--- config.mk ---
export PLATFORM = sky130hd
export DESIGN_NAME = slave_serial_loader
export DESIGN_NICKNAME = d
export VERILOG_FILES = /design/src/rtl/ssl_pkg.sv /design/src/rtl/ssl_datapath.sv /design/src/rtl/ssl_ctrl.sv /design/src/rtl/slave_serial_loader.sv
export SDC_FILE = /design/constraint.sdc
export NUM_CORES = 1
export LEC_CHECK = 0
export BUFFER_PORTS_ARGS = -buffer_cell sky130_fd_sc_hd__buf_2
export CORE_ASPECT_RATIO = 0.8
export CORE_MARGIN = 1
export CORE_UTILIZATION = 55
export DETAILED_ROUTE_END_ITERATION = 10
export PLACE_DENSITY = 0.77
export SETUP_SLACK_MARGIN = 0.1
export SLEW_MARGIN = 25
export SYNTH_ARGS = -nofsm -noshare
export SYNTH_HDL_FRONTEND = slang
export SYNTH_SLANG_ARGS = --single-unit
--- constraint.sdc ---
create_clock -name clk -period 2.5 [get_ports clk]
set_clock_uncertainty 0.05 [all_clocks]
set_input_delay 0.625 -clock clk [delete_from_list [all_inputs] [get_ports clk]]
set_output_delay 0.625 -clock clk [all_outputs]
set_load 0.005 [all_outputs]
--- src/rtl/ssl_pkg.sv ---
package ssl_pkg;

  typedef enum logic [2:0] {
    ST_IDLE,
    ST_SETTLE,
    ST_PROG_LOW,
    ST_WAIT_INIT,
    ST_LOAD,
    ST_SHIFT,
    ST_FLUSH
  } loaderState_t;

  // strobes from control to the datapath
  typedef struct packed {
    logic       captureByte; // store inData into the group buffer
    logic [1:0] fillIdx;     // buffer slot for the captured byte
    logic       startGroup;  // begin draining a full group
    logic [1:0] groupLast;   // highest slot of a group (0 or 3)
    logic       runShift;    // clock data bits
    logic       startFlush;  // reset clock phase for trailing pulses
    logic       runFlush;    // clock trailing pulses
  } dpCtrl_t;

endpackage

--- src/rtl/ssl_datapath.sv ---
module ssl_datapath
  import ssl_pkg::*;
#(
  parameter int DIV_W = 4
) (
  input  logic             clk,
  input  logic             rstN,
  input  dpCtrl_t          ctl,
  input  logic [7:0]       inData,
  input  logic [DIV_W-1:0] halfPeriod,
  output logic             cclk,
  output logic             din,
  output logic             groupDone,
  output logic             pulseDone
);

  localparam int GROUP_BYTES = 4;

  logic [7:0]       byteBuf [GROUP_BYTES];
  logic [7:0]       shiftReg;
  logic [2:0]       bitCnt;
  logic [1:0]       drainIdx;
  logic [DIV_W-1:0] divCnt;
  logic [DIV_W-1:0] effHalf;
  logic             cclkR;
  logic             running;
  logic             phaseEnd;
  logic             fallNow;

  assign effHalf  = (halfPeriod == '0) ? DIV_W'(1) : halfPeriod;
  assign phaseEnd = (divCnt == effHalf - DIV_W'(1));
  assign running  = ctl.runShift | ctl.runFlush;
  assign fallNow  = running & cclkR & phaseEnd;

  assign groupDone = ctl.runShift & fallNow & (bitCnt == 3'd7) & (drainIdx == 2'd0);
  assign pulseDone = ctl.runFlush & fallNow;

  assign cclk = cclkR;
  assign din  = shiftReg[7];

  for (genvar g = 0; g < GROUP_BYTES; g++) begin : gen_buf
    always_ff @(posedge clk or negedge rstN) begin
      if (!rstN)
        byteBuf[g] <= '0;
      else if (ctl.captureByte && ctl.fillIdx == 2'(g))
        byteBuf[g] <= inData;
    end
  end

  always_ff @(posedge clk or negedge rstN) begin
    if (!rstN) begin
      shiftReg <= '0;
      bitCnt   <= '0;
      drainIdx <= '0;
      divCnt   <= '0;
      cclkR    <= 1'b0;
    end else if (ctl.startGroup) begin
      // the byte just captured is always the first one drained
      shiftReg <= inData;
      bitCnt   <= '0;
      drainIdx <= ctl.groupLast;
      divCnt   <= '0;
      cclkR    <= 1'b0;
    end else if (ctl.startFlush) begin
      shiftReg <= '0;
      bitCnt   <= '0;
      divCnt   <= '0;
      cclkR    <= 1'b0;
    end else if (running) begin
      if (phaseEnd) begin
        divCnt <= '0;
        cclkR  <= ~cclkR;
        if (cclkR && ctl.runShift) begin
          if (bitCnt == 3'd7) begin
            bitCnt <= '0;
            if (drainIdx != 2'd0) begin
              drainIdx <= drainIdx - 2'd1;
              shiftReg <= byteBuf[drainIdx - 2'd1];
            end else begin
              shiftReg <= {shiftReg[6:0], 1'b0};
            end
          end else begin
            bitCnt   <= bitCnt + 3'd1;
            shiftReg <= {shiftReg[6:0], 1'b0};
          end
        end
      end else begin
        divCnt <= divCnt + DIV_W'(1);
      end
    end
  end

endmodule

--- src/rtl/ssl_ctrl.sv ---
module ssl_ctrl
  import ssl_pkg::*;
#(
  parameter int LEN_W            = 16,
  parameter int SETTLE_CYCLES    = 5000000,
  parameter int PROG_LOW_CYCLES  = 5000000,
  parameter int INIT_POLL_LIMIT  = 100000,
  parameter int DONE_PULSE_LIMIT = 100000
) (
  input  logic             clk,
  input  logic             rstN,
  input  logic             start,
  input  logic             swapEn,
  input  logic [LEN_W-1:0] imageLen,
  input  logic             inValid,
  input  logic             initB,
  input  logic             doneIn,
  input  logic             groupDone,
  input  logic             pulseDone,
  output dpCtrl_t          ctl,
  output logic             inReady,
  output logic             powerEn,
  output logic             progB,
  output logic             busy,
  output logic             done,
  output logic             error
);

  localparam int MAX_AB  = (SETTLE_CYCLES > PROG_LOW_CYCLES) ? SETTLE_CYCLES : PROG_LOW_CYCLES;
  localparam int MAX_CD  = (INIT_POLL_LIMIT > DONE_PULSE_LIMIT) ? INIT_POLL_LIMIT : DONE_PULSE_LIMIT;
  localparam int TMR_MAX = (MAX_AB > MAX_CD) ? MAX_AB : MAX_CD;
  localparam int TMR_W   = $clog2(TMR_MAX + 1);

  localparam logic [TMR_W-1:0] SETTLE_END = TMR_W'(SETTLE_CYCLES - 1);
  localparam logic [TMR_W-1:0] PROG_END   = TMR_W'(PROG_LOW_CYCLES - 1);
  localparam logic [TMR_W-1:0] INIT_END   = TMR_W'(INIT_POLL_LIMIT - 1);
  localparam logic [TMR_W-1:0] DONE_END   = TMR_W'(DONE_PULSE_LIMIT - 1);

  loaderState_t     state;
  logic [TMR_W-1:0] timer;
  logic [LEN_W-1:0] remaining;
  logic [1:0]       fillIdx;
  logic             swapR;
  logic             doneR, errR, powerR, progR;
  logic             lastInGroup;
  logic             misaligned;

  assign misaligned  = swapEn & (imageLen[1:0] != 2'b00);
  assign lastInGroup = (fillIdx == ctl.groupLast);

  always_comb begin
    ctl             = '0;
    ctl.fillIdx     = fillIdx;
    ctl.groupLast   = swapR ? 2'd3 : 2'd0;
    ctl.captureByte = (state == ST_LOAD) && inValid;
    ctl.startGroup  = ctl.captureByte && lastInGroup;
    ctl.runShift    = (state == ST_SHIFT);
    ctl.runFlush    = (state == ST_FLUSH);
    ctl.startFlush  = ((state == ST_WAIT_INIT) && initB && remaining == '0) ||
                      ((state == ST_SHIFT) && groupDone && remaining == '0);
  end

  assign inReady = (state == ST_LOAD);
  assign busy    = (state != ST_IDLE);
  assign done    = doneR;
  assign error   = errR;
  assign powerEn = powerR;
  assign progB   = progR;

  always_ff @(posedge clk or negedge rstN) begin
    if (!rstN) begin
      state     <= ST_IDLE;
      timer     <= '0;
      remaining <= '0;
      fillIdx   <= '0;
      swapR     <= 1'b0;
      doneR     <= 1'b0;
      errR      <= 1'b0;
      powerR    <= 1'b0;
      progR     <= 1'b1;
    end else begin
      case (state)
        ST_IDLE: begin
          if (start) begin
            doneR <= 1'b0;
            if (misaligned) begin
              errR <= 1'b1;
            end else begin
              errR      <= 1'b0;
              powerR    <= 1'b1;
              swapR     <= swapEn;
              remaining <= imageLen;
              fillIdx   <= '0;
              timer     <= '0;
              state     <= ST_SETTLE;
            end
          end
        end
        ST_SETTLE: begin
          if (timer == SETTLE_END) begin
            timer <= '0;
            progR <= 1'b0;
            state <= ST_PROG_LOW;
          end else begin
            timer <= timer + TMR_W'(1);
          end
        end
        ST_PROG_LOW: begin
          if (timer == PROG_END) begin
            timer <= '0;
            progR <= 1'b1;
            state <= ST_WAIT_INIT;
          end else begin
            timer <= timer + TMR_W'(1);
          end
        end
        ST_WAIT_INIT: begin
          if (initB) begin
            timer <= '0;
            state <= (remaining == '0) ? ST_FLUSH : ST_LOAD;
          end else if (timer == INIT_END) begin
            errR  <= 1'b1;
            state <= ST_IDLE;
          end else begin
            timer <= timer + TMR_W'(1);
          end
        end
        ST_LOAD: begin
          if (ctl.captureByte) begin
            remaining <= remaining - LEN_W'(1);
            if (lastInGroup) begin
              fillIdx <= '0;
              state   <= ST_SHIFT;
            end else begin
              fillIdx <= fillIdx + 2'd1;
            end
          end
        end
        ST_SHIFT: begin
          if (groupDone) begin
            timer <= '0;
            state <= (remaining == '0) ? ST_FLUSH : ST_LOAD;
          end
        end
        ST_FLUSH: begin
          if (pulseDone) begin
            if (doneIn) begin
              doneR <= 1'b1;
              state <= ST_IDLE;
            end else if (timer == DONE_END) begin
              errR  <= 1'b1;
              state <= ST_IDLE;
            end else begin
              timer <= timer + TMR_W'(1);
            end
          end
        end
        default: state <= ST_IDLE;
      endcase
    end
  end

endmodule

--- src/rtl/slave_serial_loader.sv ---
module slave_serial_loader
  import ssl_pkg::*;
#(
  parameter int LEN_W            = 16,
  parameter int DIV_W            = 4,
  parameter int SETTLE_CYCLES    = 5000000,
  parameter int PROG_LOW_CYCLES  = 5000000,
  parameter int INIT_POLL_LIMIT  = 100000,
  parameter int DONE_PULSE_LIMIT = 100000
) (
  input  logic             clk,
  input  logic             rstN,
  input  logic             start,
  input  logic             swapEn,
  input  logic [LEN_W-1:0] imageLen,
  input  logic [DIV_W-1:0] halfPeriod,
  input  logic [7:0]       inData,
  input  logic             inValid,
  output logic             inReady,
  output logic             powerEn,
  output logic             progB,
  output logic             cclk,
  output logic             din,
  input  logic             initB,
  input  logic             doneIn,
  output logic             busy,
  output logic             done,
  output logic             error
);

  dpCtrl_t ctl;
  logic    groupDone;
  logic    pulseDone;

  ssl_ctrl #(
    .LEN_W           (LEN_W),
    .SETTLE_CYCLES   (SETTLE_CYCLES),
    .PROG_LOW_CYCLES (PROG_LOW_CYCLES),
    .INIT_POLL_LIMIT (INIT_POLL_LIMIT),
    .DONE_PULSE_LIMIT(DONE_PULSE_LIMIT)
  ) ctrl_i (
    .clk      (clk),
    .rstN     (rstN),
    .start    (start),
    .swapEn   (swapEn),
    .imageLen (imageLen),
    .inValid  (inValid),
    .initB    (initB),
    .doneIn   (doneIn),
    .groupDone(groupDone),
    .pulseDone(pulseDone),
    .ctl      (ctl),
    .inReady  (inReady),
    .powerEn  (powerEn),
    .progB    (progB),
    .busy     (busy),
    .done     (done),
    .error    (error)
  );

  ssl_datapath #(
    .DIV_W(DIV_W)
  ) dp_i (
    .clk       (clk),
    .rstN      (rstN),
    .ctl       (ctl),
    .inData    (inData),
    .halfPeriod(halfPeriod),
    .cclk      (cclk),
    .din       (din),
    .groupDone (groupDone),
    .pulseDone (pulseDone)
  );

endmodule

==> run_results.csv, run 1 <==
group,metric,value,unit
pwr,p_leak,0.003234,uW
sta,hold_viol,0,
logic_synthesis,syn-cell-area,0.005702,mm2
logic_synthesis,netlist.area_leader.share,0.4301,
placed_design,port_buffers,42,
grt,antenna_found_initial,0,
worst_setup_path,critPathKind,"reg -> reg",
final_layout,mostFrequentLayoutCells,"98 x dfrtp_1, 69 x buf_4, 58 x nand2_1, 50 x nor2_1, 39 x buf_2",
sta,rsz0062_at_grt,"yes",
routing,wirelength,17.17,mm
sta,max-slew-margin-rel,0.5871,
cts,cts-root-buf,"clkbuf_16",
final_layout,final_common_cell,"dfrtp_1",
routing,drtIter0Drc,544,
job,max-cap-violations,0,
worst_setup_path,cp-start-kind,"flip-flop",
pwr,power.density,1066,mW/mm2
run_status,violations,"negative setup slack",
logic_synthesis,yosysTopAreaCell,"dfrtp_1",
logic_synthesis,netlist_instances,605,
cts,cts_tree,"done",
worst_hold_path,holdCritPathClass,"in -> async",
sta,slew_viol_final,0,
logic_synthesis,ys_ff_latch,99,
sta,tns,-5.805,ns
logic_synthesis,syn_area_per_cell,9.424,um2
logic_synthesis,synth_ff_type,"dfrtp_1",
cts,worstSkewPairLatency,0.36,ns
placed_design,dp_hpwl,10.69,mm
worst_setup_path,arrival,2.96,ns
worst_setup_path,worstPathCellList,"or4_4 -> or3_4 -> or4_4 -> a211oi_4 -> buf_4 -> or3_4 -> buf_12 -> o41ai_2",
sta,fin_crit_sh,1.113,
die,die_height,93.07,um
worst_setup_path,worst-path-buf-inv,2,
final_layout,syn_to_final_growth,29.80,%
grt,grt_pass1_vias,5223,
die,rows,32,
cts,clock_sinks,99,
logic_synthesis,ys_seq_area_frac,0.4347,
grt,grt_pass1_wl,25.16,mm
die,core,0.009849,mm2
sta,worst_slew_pin_slew,0.6193,ns
logic_synthesis,synth_edf_count,0,
logic_synthesis,synthTopCellsByArea,"dfrtp_1 43%, mux2_2 6.3%, o31ai_1 4.2%",
final_layout,final-seq-area,0.002479,mm2
routing,avgRoutedWirePerCell,20.10,um
worst_setup_path,cp_max_fo,6,
logic_synthesis,yosysUniqueCellTypes,64,
worst_setup_path,critPathSlowestCell,"or4_4",
placed_design,placed_cells,820,
run_status,status,"finished, violations left",
grt,grt_start_max_net_pins,45,
sta,max_freq,359.3,MHz
logic_synthesis,syn_nets,651,
cts,htree_levels,3,
pwr,vdd_ir_drop_max,0.0006211,V
grt,grt_usage,0.3028,
die,die_area,0.01078,mm2
die,start_util,0.5789,
die,die_w,115.8,um
cts,clk_path_buf_depth,2,
routing,route.detailed.drc,0,
routing,ant_nets,0,
placed_design,pre_cts_ws,-0.4418,ns
final_layout,final_cell_count_no_fill,854,
final_layout,multi_input_area,0.003362,mm2
grt,overflow,0,
final_layout,n_fill_cell,696,
routing,vias,5476,
placed_design,place_congestion,0.9070,
logic_synthesis,yosys_warnings,0,
final_layout,drive_gt1_frac,0.3398,
final_layout,antenna_cells,0,
cts,cts_inserted_buffers,9,
final_layout,nets,759,
routing,viasPerCell,6.412,
die,ioPinCount,43,
worst_setup_path,worst_setup_path_end_kind,"flip-flop",
sta,fin_crit,2.784,ns
sta,finalSetupViolCount,27,
logic_synthesis,async_reset_ff_frac,1.000,
cts,hold_buffers,0,
routing,dr.pass1.iters,8,
worst_setup_path,cp.required,2.67,ns
worst_setup_path,max_stage_delay,0.55,ns
sta,setup_ws,-0.2835,ns
worst_setup_path,critical-path-top-delay-family,"simple AND/OR/NAND/NOR gates",
cts,clk_pin_slew,0.07,ns
power breakdown:
part / leakage (uW) / switching, uW / internal (uW)
Clock: 0.000146 / 644 / 734
Combinational: 0.00180 / 2030 / 1860
Sequential: 0.00128 / 472 / 2140
Total: 0.00323 / 3150 / 4740
what timing repair did:
action,CTS,global route
endpoints found under the hold margin,0,0
pin swaps,15,25
endpoints found under the setup margin,29,48
gates resized for setup,23,56
buffers inserted,7,9
gates cloned,0,3
layout make-up:
cell class | count | area share
flip-flops and latches | 99 | 0.3349
clock buffers | 11 | 0.03415
clock inverters | 5 | 0.004903
repair buffers | 129 | 0.1396
well taps | 136 | 0.02299
inverters | 18 | 0.009129
multi-input cells | 456 | 0.4543
kinds of logic (layout without fill, tap and decap cells):
kind of cell | after synthesis | after routing | synth area share
DFF | 99 | 99 | 0.4347
and+or+nand+nor | 222 | 223 | 0.1949
muxes | 50 | 50 | 0.1124
adders and majority gates | 11 | 11 | 0.02414
xor gates and xnor gates | 5 | 5 | 0.01031
buffers and inverters | 51 | 163 | 0.03774
AOI/OAI and AO/OA | 167 | 167 | 0.1859
cells in the mapped netlist (4+ instances only):
cell type   n
dfrtp_1    98
nand2_1    58
nor2_1     52
o21ai_0    47
a21oi_1    37
mux2_2     32
o31ai_1    32
clkbuf_1   28
nand3_1    22
nor3_1     21
inv_1      18
ha_1       11
mux2i_1    10
nor2b_1    10
a31oi_1     8
mux4_2      8
and3_1      7
nand2b_1    7
or3_1       7
nor4_1      6
nand3b_1    5
o22ai_1     5
o41ai_1     5
or4_1       5
nand4_1     4
nor3b_1     4
sequential cells by signal (all words and copies together) (netlist names), 2 cells and up:
signal            cells
dp_i.byteBuf         32
ctrl_i.timer         23
ctrl_i.remaining     16
dp_i.shiftReg         8
dp_i.divCnt           4
ctrl_i.state          3
dp_i.bitCnt           3
ctrl_i.fillIdx        2
dp_i.drainIdx         2
worst register-to-register path, stage by stage (launching register included):
cell      delay (ns)
dfrtp_1         0.38
or4_4           0.55
or3_4           0.35
or4_4           0.51
a211oi_4        0.23
buf_4           0.15
or3_4           0.22
buf_12          0.15
o41ai_2         0.06
through the flow:
stage / power (uW) / utilization / hold WS (ns) / instance area, um2
2_1_floorplan: 4722 / - / 0.2794 / 5793
3_3_place_gp: 5688 / 0.6724 / 0.4278 / 6623
3_5_place_dp: 5887 / 0.6724 / 0.4274 / 6623
4_1_cts: 7361 / 0.7148 / 0.2472 / 7041
5_1_grt: 8283 / 0.7514 / 0.2758 / 7401
6_report: 7889 / 0.7514 / 0.2326 / 7401
worst paths after layout:
| check | cells after the start | slack [ns] | end | startpoint |
|---|---|---|---|---|
| worst max-delay path | 8 | -0.28 | ctrl_i.timer[11] | ctrl_i.timer[14] |
| worst min-delay path | 1 | 0.23 | dp_i.divCnt[3] | rstN |
| worst max register to register | 8 | -0.28 | ctrl_i.timer[11] | ctrl_i.timer[14] |
| worst min register to register | 1 | 0.45 | ctrl_i.remaining[15] | ctrl_i.remaining[15] |
| max in group asynchronous | 2 | 1.38 | dp_i.byteBuf[25] | rstN |
| min in group clk | 1 | 0.45 | ctrl_i.remaining[15] | ctrl_i.remaining[15] |
layer usage:
layer  part of all wire  vias to the layer above  global-route usage
li1                   -                     2464                   -
met1               0.42                     2679              0.4147
met2               0.48                      287              0.4747
met3              0.086                       46             0.06416
met4              0.020                        0              0.1090
met5                  0                        -                   0
No activity file was read; power rests on OpenSTA's default activity.
==> inputs of run 2 (changes only) <==
--- a/config.mk
+++ b/config.mk
@@ -8,9 +8,8 @@
 export BUFFER_PORTS_ARGS = -buffer_cell sky130_fd_sc_hd__buf_2
 export CORE_ASPECT_RATIO = 0.8
 export CORE_MARGIN = 1
-export CORE_UTILIZATION = 55
+export CORE_UTILIZATION = 45
 export DETAILED_ROUTE_END_ITERATION = 10
-export PLACE_DENSITY = 0.77
 export SETUP_SLACK_MARGIN = 0.1
 export SLEW_MARGIN = 25
 export SYNTH_ARGS = -nofsm -noshare
==> run 2 against run 1 <==
Compared with the run above:
- the flow still finishes with violations (negative setup slack)
- non-clock buffer count grew 5
- largest cell class unchanged
- routed wire length shrank 8.1%
- combinational power shrank 2%
- worst setup slack lost 0.0088 ns
- cell area is essentially flat
- total power shrank 0.77%
- global-route usage shrank 5.5 points
- die area grew 22%
==> run_results.csv, run 2 (synthesized netlist as in run 1, its figures left out) <==
group,metric,value,unit
placed_design,port_buffers,42,
pwr,vdd_ir_drop_max,0.0004755,V
final_layout,largest_reg_flops,32,
sta,setup_ws,-0.2924,ns
die,die_area,0.01313,mm2
worst_setup_path,worstPathCellList,"or4_4 -> or3_4 -> or4_4 -> a211oi_4 -> buf_4 -> or3_4 -> buf_6 -> mux2i_1",
sta,rsz0062_at_grt,"yes",
sta,finalSetupViolCount,25,
die,rows,36,
routing,drtIter0Drc,278,
pwr,power.density,1057,mW/mm2
pwr,p_leak,0.003223,uW
sta,max-slew-margin-rel,0.6304,
die,die_height,102.7,um
cts,htree_levels,3,
grt,antenna_found_initial,0,
die,start_util,0.4654,
cts,cts_tree,"done",
placed_design,dp_hpwl,10.73,mm
cts,clk_path_buf_depth,2,
worst_setup_path,cp.depth,8,
sta,max_freq,358.1,MHz
cts,cts-root-buf,"clkbuf_16",
worst_setup_path,critPathKind,"reg -> reg",
job,max-cap-violations,0,
worst_setup_path,cp_max_fo,8,
final_layout,final_common_cell,"dfrtp_1",
cts,hold_buffers,0,
cts,clock_sinks,99,
worst_setup_path,arrival,2.96,ns
placed_design,pre_cts_ws,-0.4028,ns
sta,hold_viol,0,
sta,fin_crit_sh,1.117,
grt,overflow,0,
routing,avgRoutedWirePerCell,17.67,um
routing,vias,5156,
cts,clk_pin_slew,0.07,ns
sta,fin_crit,2.792,ns
cts,cts_inserted_buffers,9,
routing,route.detailed.drc,0,
worst_setup_path,max_stage_delay,0.54,ns
final_layout,antenna_cells,0,
final_layout,nets,763,
sta,slew_viol_final,0,
grt,grt_usage,0.2482,
final_layout,mostFrequentLayoutCells,"98 x dfrtp_1, 78 x buf_4, 58 x nand2_1, 48 x nor2_1, 40 x buf_2",
final_layout,syn_to_final_growth,29.84,%
routing,dr.pass1.iters,4,
routing,viasPerCell,5.774,
worst_setup_path,endpoint,"ctrl_i.timer[0]",
grt,grt_pass1_wl,25.01,mm
sta,worst_slew_pin_slew,0.5544,ns
die,die_w,127.9,um
final_layout,drive_gt1_frac,0.3380,
worst_setup_path,r2r_cells,8,
worst_setup_path,crit_start,"ctrl_i.timer[14]",
worst_setup_path,cp.required,2.66,ns
grt,grt_pass1_vias,4915,
run_status,status,"finished, violations left",
sta,holdWs,0.2023,ns
die,ioPinCount,43,
worst_setup_path,worst_setup_path_end_kind,"flip-flop",
cts,worstSkewPairLatency,0.36,ns
final_layout,top_register,"dp_i.byteBuf",
final_layout,top_regs,"dp_i.byteBuf x32, ctrl_i.timer x23, ctrl_i.remaining x16",
worst_setup_path,r2r_end,"ctrl_i.timer[0]",
worst_setup_path,r2r-start,"ctrl_i.timer[14]",
routing,wirelength,15.78,mm
placed_design,place_congestion,0.8476,
grt,grt_start_max_net_pins,45,
worst_setup_path,worst-path-buf-inv,2,
worst_hold_path,holdCritPathClass,"in -> async",
die,core,0.01225,mm2
worst_setup_path,critical-path-top-delay-family,"simple AND/OR/NAND/NOR gates",
worst_setup_path,critPathSlowestCell,"or4_4",
worst_setup_path,cp-start-kind,"flip-flop",
routing,ant_nets,0,
worst_setup_path,rrSetupSlack,-0.29,ns
run_status,violations,"negative setup slack",
run 2: cell count changes in the layout (fill, tap and decap cells not counted), sizes merged:
| cell | before | now |
|---|---|---|
| clkbuf | 13 | 11 |
| clkinvlp | 0 | 1 |
| or3 | 10 | 9 |
| clkinv | 4 | 2 |
| bufinv | 0 | 1 |
| inv | 19 | 20 |
| buf | 127 | 133 |
run 2: worst min-delay path by stage:
stage	start	end	slack [ns]	depth (start not counted)
2_1_floorplan	rstN	ctrl_i.done	0.28	0
5_1_grt	rstN	dp_i.divCnt[0]	0.24	1
4_1_cts	rstN	dp_i.divCnt[2]	0.22	1
3_5_place_dp	ctrl_i.remaining[15]	ctrl_i.remaining[15]	0.43	1
6_report	rstN	dp_i.divCnt[2]	0.20	1
3_3_place_gp	ctrl_i.remaining[15]	ctrl_i.remaining[15]	0.43	1
run 2: repair_timing:
item                       CTS  global route
setup buffers                6             6
setup endpoints to repair   30            31
gates resized for setup     14            51
pin swaps                   11            17
gates cloned                 1             1
run 2: report_power, final:
group          internal, uW  switching, uW  total [uW]
Clock                   787            651        1440
Sequential             2140            434        2570
Combinational          1890           1930        3820
run 2: cell type report:
type / instances / area [um2]
Fill cell: 1076 / 4848
Multi-Input combinational cell: 455 / 3318
Sequential cell: 99 / 2479
Timing Repair Buffer: 134 / 1023
Clock buffer: 10 / 229.0
Tap cell: 171 / 214.0
Clock inverter: 6 / 72.57
Inverter: 18 / 67.56
run 2: metrics by stage:
stage	cells	setup TNS [ns]	instance area, um2	total power, uW	util
2_1_floorplan	605	-1.758	5793	4722	-
3_3_place_gp	864	-8.947	6696	5700	0.5466
3_5_place_dp	864	-10.79	6696	5828	0.5466
4_1_cts	887	-5.170	7119	7465	0.5811
5_1_grt	893	-6.970	7403	8344	0.6043
6_report	893	-5.806	7403	7829	0.6043
run 2: per-layer routing:
layer	track usage	up-vias	part of all wire
li1	-	2470	-
met4	0.06425	0	0.012
met2	0.3834	134	0.46
met5	0	-	0
met3	0.06020	15	0.055
met1	0.3513	2537	0.48
